### src/rtl/iotgt_pkg.sv
`timescale 1ns/1ps
package iotgt_pkg;

  // bus command codes decoded in the address phase
  localparam logic [3:0] CMD_IORD = 4'b0010;
  localparam logic [3:0] CMD_IOWR = 4'b0011;

  typedef enum logic [2:0] {
    ST_IDLE = 3'd0,  // bus idle, watching for an address phase
    ST_BUSY = 3'd1,  // someone else's transaction in progress
    ST_DEC  = 3'd2,  // claimed, medium decode slot, outputs released
    ST_DATA = 3'd3,  // select + ready (+ stop) asserted
    ST_BACK = 3'd4,  // word done, stop held until the cycle strobe drops
    ST_TURN = 3'd5   // outputs driven high for one clock
  } tstate_e;

endpackage

### src/rtl/iotgt_rstsync.sv
`timescale 1ns/1ps
module iotgt_rstsync #(
  parameter int STAGES = 2
) (
  input  logic clk,
  input  logic rst_n,
  output logic rst_sync_n
);

  logic [STAGES-1:0] sh_q;

  always_ff @(posedge clk or negedge rst_n) begin
    if (!rst_n) begin
      sh_q <= '0;
    end else begin
      sh_q <= {sh_q[STAGES-2:0], 1'b1};
    end
  end

  assign rst_sync_n = sh_q[STAGES-1];

endmodule

### src/rtl/iotgt_decode.sv
`timescale 1ns/1ps
module iotgt_decode
  import iotgt_pkg::*;
#(
  parameter int          DW        = 32,
  parameter int          IDX_W     = 2,
  parameter logic [31:0] BASE_ADDR = 32'h0000_0C00
) (
  input  logic [DW-1:0]    ad,
  input  logic [3:0]       cmd,
  output logic             hit,
  output logic             wr,
  output logic [IDX_W-1:0] idx
);

  localparam int LSB = 2 + IDX_W;

  logic cmd_rd;
  logic cmd_wr;
  logic win_match;
  logic unused_lo;

  assign cmd_rd    = (cmd == CMD_IORD);
  assign cmd_wr    = (cmd == CMD_IOWR);
  assign win_match = (ad[DW-1:LSB] == BASE_ADDR[DW-1:LSB]);
  assign hit       = (cmd_rd | cmd_wr) & win_match;
  assign wr        = cmd_wr;
  assign idx       = ad[LSB-1:2];
  assign unused_lo = ^ad[1:0];

endmodule

### src/rtl/iotgt_fsm.sv
`timescale 1ns/1ps
module iotgt_fsm
  import iotgt_pkg::*;
#(
  parameter bit WR_NODATA = 1'b0
) (
  input  logic clk,
  input  logic rst_n,
  input  logic cyc_n,
  input  logic mrdy_n,
  input  logic dec_hit,
  input  logic dec_wr,
  output logic claim,
  output logic wr_xfer,
  output logic sel_n,
  output logic srdy_n,
  output logic halt_n,
  output logic ctl_oe,
  output logic ad_oe,
  output logic busy
);

  tstate_e st_q;
  tstate_e st_d;
  logic    wr_q;
  logic    addr_ph;
  logic    in_data;
  logic    in_back;
  logic    in_turn;
  logic    nodata_wr;

  // next-state logic
  always_comb begin
    st_d    = st_q;
    addr_ph = 1'b0;
    case (st_q)
      ST_IDLE, ST_TURN: begin
        if (!cyc_n) begin
          addr_ph = 1'b1;
          st_d    = dec_hit ? ST_DEC : ST_BUSY;
        end else begin
          st_d = ST_IDLE;
        end
      end
      ST_BUSY: begin
        if (cyc_n && mrdy_n) st_d = ST_IDLE;
      end
      ST_DEC: begin
        st_d = ST_DATA;
      end
      ST_DATA: begin
        if (!mrdy_n) st_d = cyc_n ? ST_TURN : ST_BACK;
      end
      ST_BACK: begin
        if (cyc_n) st_d = ST_TURN;
      end
      default: st_d = ST_IDLE;
    endcase
  end

  assign claim = addr_ph & dec_hit;

  // state and direction registers
  always_ff @(posedge clk or negedge rst_n) begin
    if (!rst_n) begin
      st_q <= ST_IDLE;
      wr_q <= 1'b0;
    end else begin
      st_q <= st_d;
      if (claim) wr_q <= dec_wr;
    end
  end

  // outputs decoded from state
  assign in_data   = (st_q == ST_DATA);
  assign in_back   = (st_q == ST_BACK);
  assign in_turn   = (st_q == ST_TURN);
  assign nodata_wr = WR_NODATA & wr_q;

  assign sel_n   = ~(in_data | in_back);
  assign srdy_n  = ~in_data;
  assign halt_n  = ~(in_back | (in_data & ~nodata_wr));
  assign ctl_oe  = in_data | in_back | in_turn;
  assign ad_oe   = ~wr_q & (in_data | in_back);
  assign wr_xfer = in_data & ~mrdy_n & wr_q;
  assign busy    = (st_q == ST_BUSY);

endmodule

### src/rtl/iotgt_regs.sv
`timescale 1ns/1ps
module iotgt_regs #(
  parameter int DW    = 32,
  parameter int NREG  = 4,
  parameter int IDX_W = 2
) (
  input  logic             clk,
  input  logic             rst_n,
  input  logic             ld,
  input  logic [IDX_W-1:0] idx_d,
  input  logic             wr_en,
  input  logic [DW-1:0]    wdata,
  input  logic [DW/8-1:0]  be_n,
  output logic [DW-1:0]    rdata
);

  localparam int NB = DW / 8;

  logic [IDX_W-1:0] idx_q;
  logic [DW-1:0]    words [NREG];

  always_ff @(posedge clk or negedge rst_n) begin
    if (!rst_n) begin
      idx_q <= '0;
    end else if (ld) begin
      idx_q <= idx_d;
    end
  end

  for (genvar r = 0; r < NREG; r++) begin : g_reg
    logic [DW-1:0] word_q;
    logic [DW-1:0] word_d;
    logic          we;

    assign we = wr_en && (idx_q == IDX_W'(r));

    always_comb begin
      word_d = word_q;
      for (int b = 0; b < NB; b++) begin
        if (!be_n[b]) word_d[8*b +: 8] = wdata[8*b +: 8];
      end
    end

    always_ff @(posedge clk or negedge rst_n) begin
      if (!rst_n) begin
        word_q <= '0;
      end else if (we) begin
        word_q <= word_d;
      end
    end

    assign words[r] = word_q;
  end

  assign rdata = words[idx_q];

endmodule

### src/rtl/iotgt_ctrl.sv
`timescale 1ns/1ps
module iotgt_ctrl
  import iotgt_pkg::*;
#(
  parameter int          DW        = 32,
  parameter int          NREG      = 4,
  parameter logic [31:0] BASE_ADDR = 32'h0000_0C00,
  parameter bit          WR_NODATA = 1'b0
) (
  input  logic            clk,
  input  logic            rst_n,
  input  logic [DW-1:0]   ad_in,
  output logic [DW-1:0]   ad_out,
  output logic            ad_oe,
  input  logic [DW/8-1:0] cmd_be_n,
  input  logic            cyc_n,
  input  logic            mrdy_n,
  output logic            sel_n,
  output logic            srdy_n,
  output logic            halt_n,
  output logic            ctl_oe
);

  localparam int IDX_W = (NREG > 1) ? $clog2(NREG) : 1;

  logic             rst_q_n;
  logic             dec_hit;
  logic             dec_wr;
  logic [IDX_W-1:0] dec_idx;
  logic             claim;
  logic             wr_xfer;
  logic             st_busy;

  iotgt_rstsync #(.STAGES(2)) u_rst (
    .clk        (clk),
    .rst_n      (rst_n),
    .rst_sync_n (rst_q_n)
  );

  iotgt_decode #(
    .DW        (DW),
    .IDX_W     (IDX_W),
    .BASE_ADDR (BASE_ADDR)
  ) u_dec (
    .ad  (ad_in),
    .cmd (cmd_be_n[3:0]),
    .hit (dec_hit),
    .wr  (dec_wr),
    .idx (dec_idx)
  );

  iotgt_fsm #(.WR_NODATA(WR_NODATA)) u_fsm (
    .clk     (clk),
    .rst_n   (rst_q_n),
    .cyc_n   (cyc_n),
    .mrdy_n  (mrdy_n),
    .dec_hit (dec_hit),
    .dec_wr  (dec_wr),
    .claim   (claim),
    .wr_xfer (wr_xfer),
    .sel_n   (sel_n),
    .srdy_n  (srdy_n),
    .halt_n  (halt_n),
    .ctl_oe  (ctl_oe),
    .ad_oe   (ad_oe),
    .busy    (st_busy)
  );

  iotgt_regs #(
    .DW    (DW),
    .NREG  (NREG),
    .IDX_W (IDX_W)
  ) u_regs (
    .clk   (clk),
    .rst_n (rst_q_n),
    .ld    (claim),
    .idx_d (dec_idx),
    .wr_en (wr_xfer),
    .wdata (ad_in),
    .be_n  (cmd_be_n),
    .rdata (ad_out)
  );

endmodule

### config.mk
export PLATFORM = sky130hd
export DESIGN_NAME = iotgt_ctrl
export DESIGN_NICKNAME = d
export VERILOG_FILES = /design/src/rtl/iotgt_pkg.sv /design/src/rtl/iotgt_rstsync.sv /design/src/rtl/iotgt_decode.sv /design/src/rtl/iotgt_fsm.sv /design/src/rtl/iotgt_regs.sv /design/src/rtl/iotgt_ctrl.sv
export SDC_FILE = /design/constraint.sdc
export NUM_CORES = 1
export LEC_CHECK = 0
export BUFFER_PORTS_ARGS = -buffer_cell sky130_fd_sc_hd__clkbuf_2
export CAP_MARGIN = 0
export CORE_MARGIN = 2
export CORE_UTILIZATION = 62
export DETAILED_ROUTE_END_ITERATION = 12
export PLACE_DENSITY = 0.84
export SLEW_MARGIN = 20
export SYNTH_ARGS = -nofsm -noshare
export SYNTH_HDL_FRONTEND = slang
export SYNTH_SLANG_ARGS = --single-unit
### constraint.sdc
create_clock -name clk -period 6.5 [get_ports clk]
set_input_delay 0.65 -clock clk [delete_from_list [all_inputs] [get_ports clk]]
set_output_delay 0.65 -clock clk [all_outputs]
set_load 0.01 [all_outputs]
# After elaboration in Yosys (flattened, before gate mapping)
# Cells that the tools add are included.
# word_totals
register_bits	136
# op_classes
magnitude_cmp	1
n_eq_ne	14
n_mux	12
bitwise	17
n_reduce_logical	25
# ops
operator	n
binary-select mux 32 bit (select 2 bit)	1
2-to-1 mux 32 bit	2
AND reduction 2 bit	16
equality test 28 x 8 -> 1 bit, second input constant	1
case mux 3 bit (5 select lines)	1
2-to-1 mux 3 bit	4
equality test 4 x 2 -> 1 bit, second input constant	2
inverter 1 bit	8
equality test 3 x 2 -> 1 bit, second input constant	2
equality test 3 bit, second input constant	2
bitwise AND 1 bit	5
logical AND 1 bit	5
equality test 2 bit, second input constant	2
!= test 2 bit, second input constant	2
equality test 3 x 1 -> 1 bit, second input constant	1
greater-or-equal comparator 3 bit, second input constant	1
zero test 3 bit	1
2-to-1 mux 1 bit	3
inverter 2 -> 3 bit	1
OR 1 bit	3
AND reduction 3 bit	1
equality test 2 x 1 -> 1 bit, second input constant	1
zero test 2 bit	1
2-to-1 mux 2 bit	1
2 further kinds	2

# Depth between registers and ports, before layout
# depth
word_depth	6
mapped_depth	6
depth_no_buf	4

# Cells and area by module
# From an unflattened synthesis, not the netlist that was laid out.
# unflattened
hier_cells	372
area_unflattened_um2	6219.7
# modules_own_cells
mod	n_inst	cells_each	area_per_inst_um2
iotgt_regs	1	327	5801.8
iotgt_fsm	1	28	264.0
iotgt_decode	1	14	100.1
iotgt_rstsync	1	3	53.8

# Worst setup path after synthesis
# No wires, ideal clock.
# synth_timing
kind	flip-flop to output port
start	register u_regs.idx_q[0]
end	output port ad_out[0]
arrival_ns	1.474
required_time_ns	5.850
path_slack_ns	4.376
path_stages_with_launch	4
path_buffers	2
path_cell_list	dfrtp_1 -> buf_6 -> buf_2 -> mux4_2
# synth_between
elab_chain_len	4
# synth_rtl
item	line	source
start, declared	iotgt_regs.sv:19	logic [IDX_W-1:0] idx_q;
start signal, assigned	iotgt_regs.sv:26	idx_q <= idx_d;
inverter 2 -> 3 bit (not written as such)	iotgt_regs.sv:55	assign rdata = words[idx_q];
binary-select mux 32 bit (select 2 bit)	iotgt_regs.sv:55	
2-to-1 mux 32 bit (not written as such) (2 in series)	iotgt_regs.sv:55	
end, declared	iotgt_ctrl.sv:13	output logic [DW-1:0] ad_out,
# No other way between the ends. The select of a mux whose other input is x is not followed.

# Final worst setup path
# layout_timing
start	register u_regs.idx_q[0]
end	output port ad_out[18]
# Same word-level chain as after synthesis.

==> summary.txt <==
Finish
  – Diode count: 0
  – Layout area overhead: 18.3%
  – Post-route insts no fill: 597
  – Share of cells above drive strength 1: 0.634
  – Cell area after layout: 7300 µm²
  – Multi-input logic area: 2680 µm²
  – Sequential Area: about 3400 µm²
  – Fillers: 633
  – Finished Core Util: 0.750
  – Nets: about 490

Die
  – Std-Cell Rows: 36
  – Die area: 10800 µm²
  – Die width: 104 µm
  – Core ar.: 9730 µm²
  – Die height: 104 µm
  – Ports: 77
  – Starting density of the core: 0.634

GRT
  – First-pass GRT wire length: ~21000 µm
  – Remaining Overflow, GRT: 0
  – Initial antenna violation count: 0
  – Met2 usage: 0.433
  – Vias in the first global route: a little over 4k
  – Largest net degree at the start of global routing: 62
  – Global route hottest layer: met2
  – Routing usage on met3: 0.0736
  – Tot GR Track Use: 0.258
  – Met1 Track Usage GR: 0.316

Timing
  – Hold slack final: 0.320 ns
  – Setup repair after global routing missed its margin: false
  – Slew Limit Headroom: 0.546
  – Least-Margin Pin Slew: 0.676 ns
  – Worst setup margin: 3.33 ns
  – Final Max Slew Viols: 0
  – TNS Setup: 0 ns
  – Min Clock Period, post-route: 3.17 ns
  – Crit share post-route: 0.488
  – Max Fclk: approximately 320 MHz
  – Hold Vio Cnt, Final: 0
  – Setup violators final: 0
  – Layout Skew: 0.00838 ns

Synth
  – Synth warnings: 0
  – Seq cells post-synth: 136
  – Synth cell types: 37
  – Yosys top cell area share: 0.552
  – Syn Nets: 408
  – Synth Instances: 368
  – Cell taking the most area after synthesis: dfrtp_1
  – Top-count cell post-synth: dfrtp_1
  – Area contributors post-synth: dfrtp_1, mux2_2, mux4_2
  – Sequential area share after synthesis: 0.552
  – Synth async-reset ratio: 1.00
  – EDFF count, synth: 0
  – Mapped Avg Cell Area: 16.8 µm²
  – Commonest cells post-synth: dfrtp_1, mux2_2, mux4_2, buf_2, nor2_4
  – Ys flop type: dfrtp_1
  – Mapped cell area: about 6200 µm²

Worst setup path
  – Critical Path RT: between 5 and 6 ns
  – CP max FO: 28
  – R2R depth: 4
  – Setup slack, reg-to-reg: 3.84 ns
  – Crit path DAT: 2.52 ns
  – Reg2reg end: u_regs.g_reg[1].word_q[6]
  – CP Capture Type: output port
  – Startpoint types: register
  – Crit path kind: register to output port
  – Worst R2R Start: u_regs.idx_q[0]

Clock tree
  – Hold_buf cts: 1
  – H-tree depth: 4
  – Clock sink count: 136
  – CTS tree: built
  – Clock latency on the worst-skew pair: 0.54 ns
  – Post-CTS Resized: 0
  – Post-CTS setup repair buffer count: 0
  – Clk slew on worst S/H paths: 0.06 ns
  – CTS root buffer: clkbuf_8
  – Clock tree buffer depth: 2
  – CTS buffer count: 17

Place
  – Placed insts: 564
  – HPWL after DPL: ~8400 µm
  – DP Area: 6680 µm²
  – Dpl ws: about 3.8 ns
  – GP Congestion: 0.731
  – # port buffers: 76

Routing
  – Vias/cell: 5.98
  – DRT antenna net count: 0
  – Drt first-iter violations: 128
  – Via count: 3569
  – WL/cell: 21.1 µm
  – First-pass detailed-route iteration total: 5
  – Final wirelength: roughly 13000 µm
  – Remaining DRCs: 0

Min path
  – Worst Hold Class: register to async pin

Power
  – NetSw: between 0.4 and 0.5 mW
  – Reg power frac: 0.458
  – Switching share of power: 0.212
  – Pwr Total: 1.88 mW
  – Comb power frac: 0.030
  – Clock network power share: 0.512
  – Leakage: between 3 and 4 nW
  – P_int: 1.48 mW
  – Pwr per Cell Area: 258 nW/µm²
  – Peak supply drop: roughly 0.00021 V

Run status
  – Status: finished clean

Job
  – Max_cap viols: 0
[cell type report]
class	instances	area share
clock buffers	21	0.0629
clock inverters	11	0.0201
inverters	1	0.000514
multi-input cells	215	0.367
flip-flops and latches	136	0.468
well taps	133	0.0228
repair buffers	80	0.0593
[metal layers]
layer	vias up	routed length, µm
li1	1566	-
met1	1884	5080
met2	92	6560
met3	27	690
met4	0	265
met5	-	0
[critical path, stage by stage (launching register included)]
cell      delay [ns]
dfrtp_2         0.65
buf_4           0.57
mux4_2          0.60
clkbuf_2        0.15
[power groups by stage]
stage / Combinational [mW] / Clock, mW / Sequential, mW
global placement: 0.0522 / 0 / 0.878
finish: 0.0575 / 0.964 / 0.863
CTS: 0.0582 / 0.983 / 0.863
floorplan: 0.0271 / 0 / 0.878
global route: 0.0647 / 1.02 / 0.864
detailed placement: 0.0570 / 0 / 0.878
[worst max path at each step]
stage                    startpoint                         to  slack [ns]
floorplan             u_rst.sh_q[1]              u_fsm.st_q[0]        2.43
global placement    u_regs.idx_q[0]  u_regs.g_reg[1].word_q[5]        3.84
detailed placement  u_regs.idx_q[0]  u_regs.g_reg[1].word_q[6]        3.77
CTS                 u_regs.idx_q[0]                 ad_out[27]        3.24
global route        u_regs.idx_q[0]                 ad_out[27]        3.16
finish              u_regs.idx_q[0]                 ad_out[18]        3.33
[cells by family (layout without fill, tap and decap cells)]
logic type,after synthesis,after routing,synth area share
mux,163,163,0.356
flops,136,136,0.552
buf+inv,17,113,0.0148
other cells,1,1,0.000608
simple gates,42,42,0.0675
xor+xnor,1,1,0.00142
compound gates,8,8,0.00811
[placed cells by master, fill, tap and decap left out, types with 4 or more instances in the layout]
| cell | count |
|---|---|
| nor2_4 | 8 |
| clkbuf_8 | 4 |
| clkbuf_2 | 76 |
| mux2_2 | 128 |
| nor2_2 | 4 |
| nor4_1 | 5 |
| nor4_4 | 4 |
| clkbuf_16 | 16 |
| dfrtp_1 | 133 |
| mux4_2 | 32 |
[state kept, by name, summed over array words and instances (netlist names)]
register,flops
u_regs.g.word_q,128
u_fsm.st_q,3
u_regs.idx_q,2
u_rst.sh_q,2
u_fsm.wr_q,1
Power figures use the tool's default switching activity.
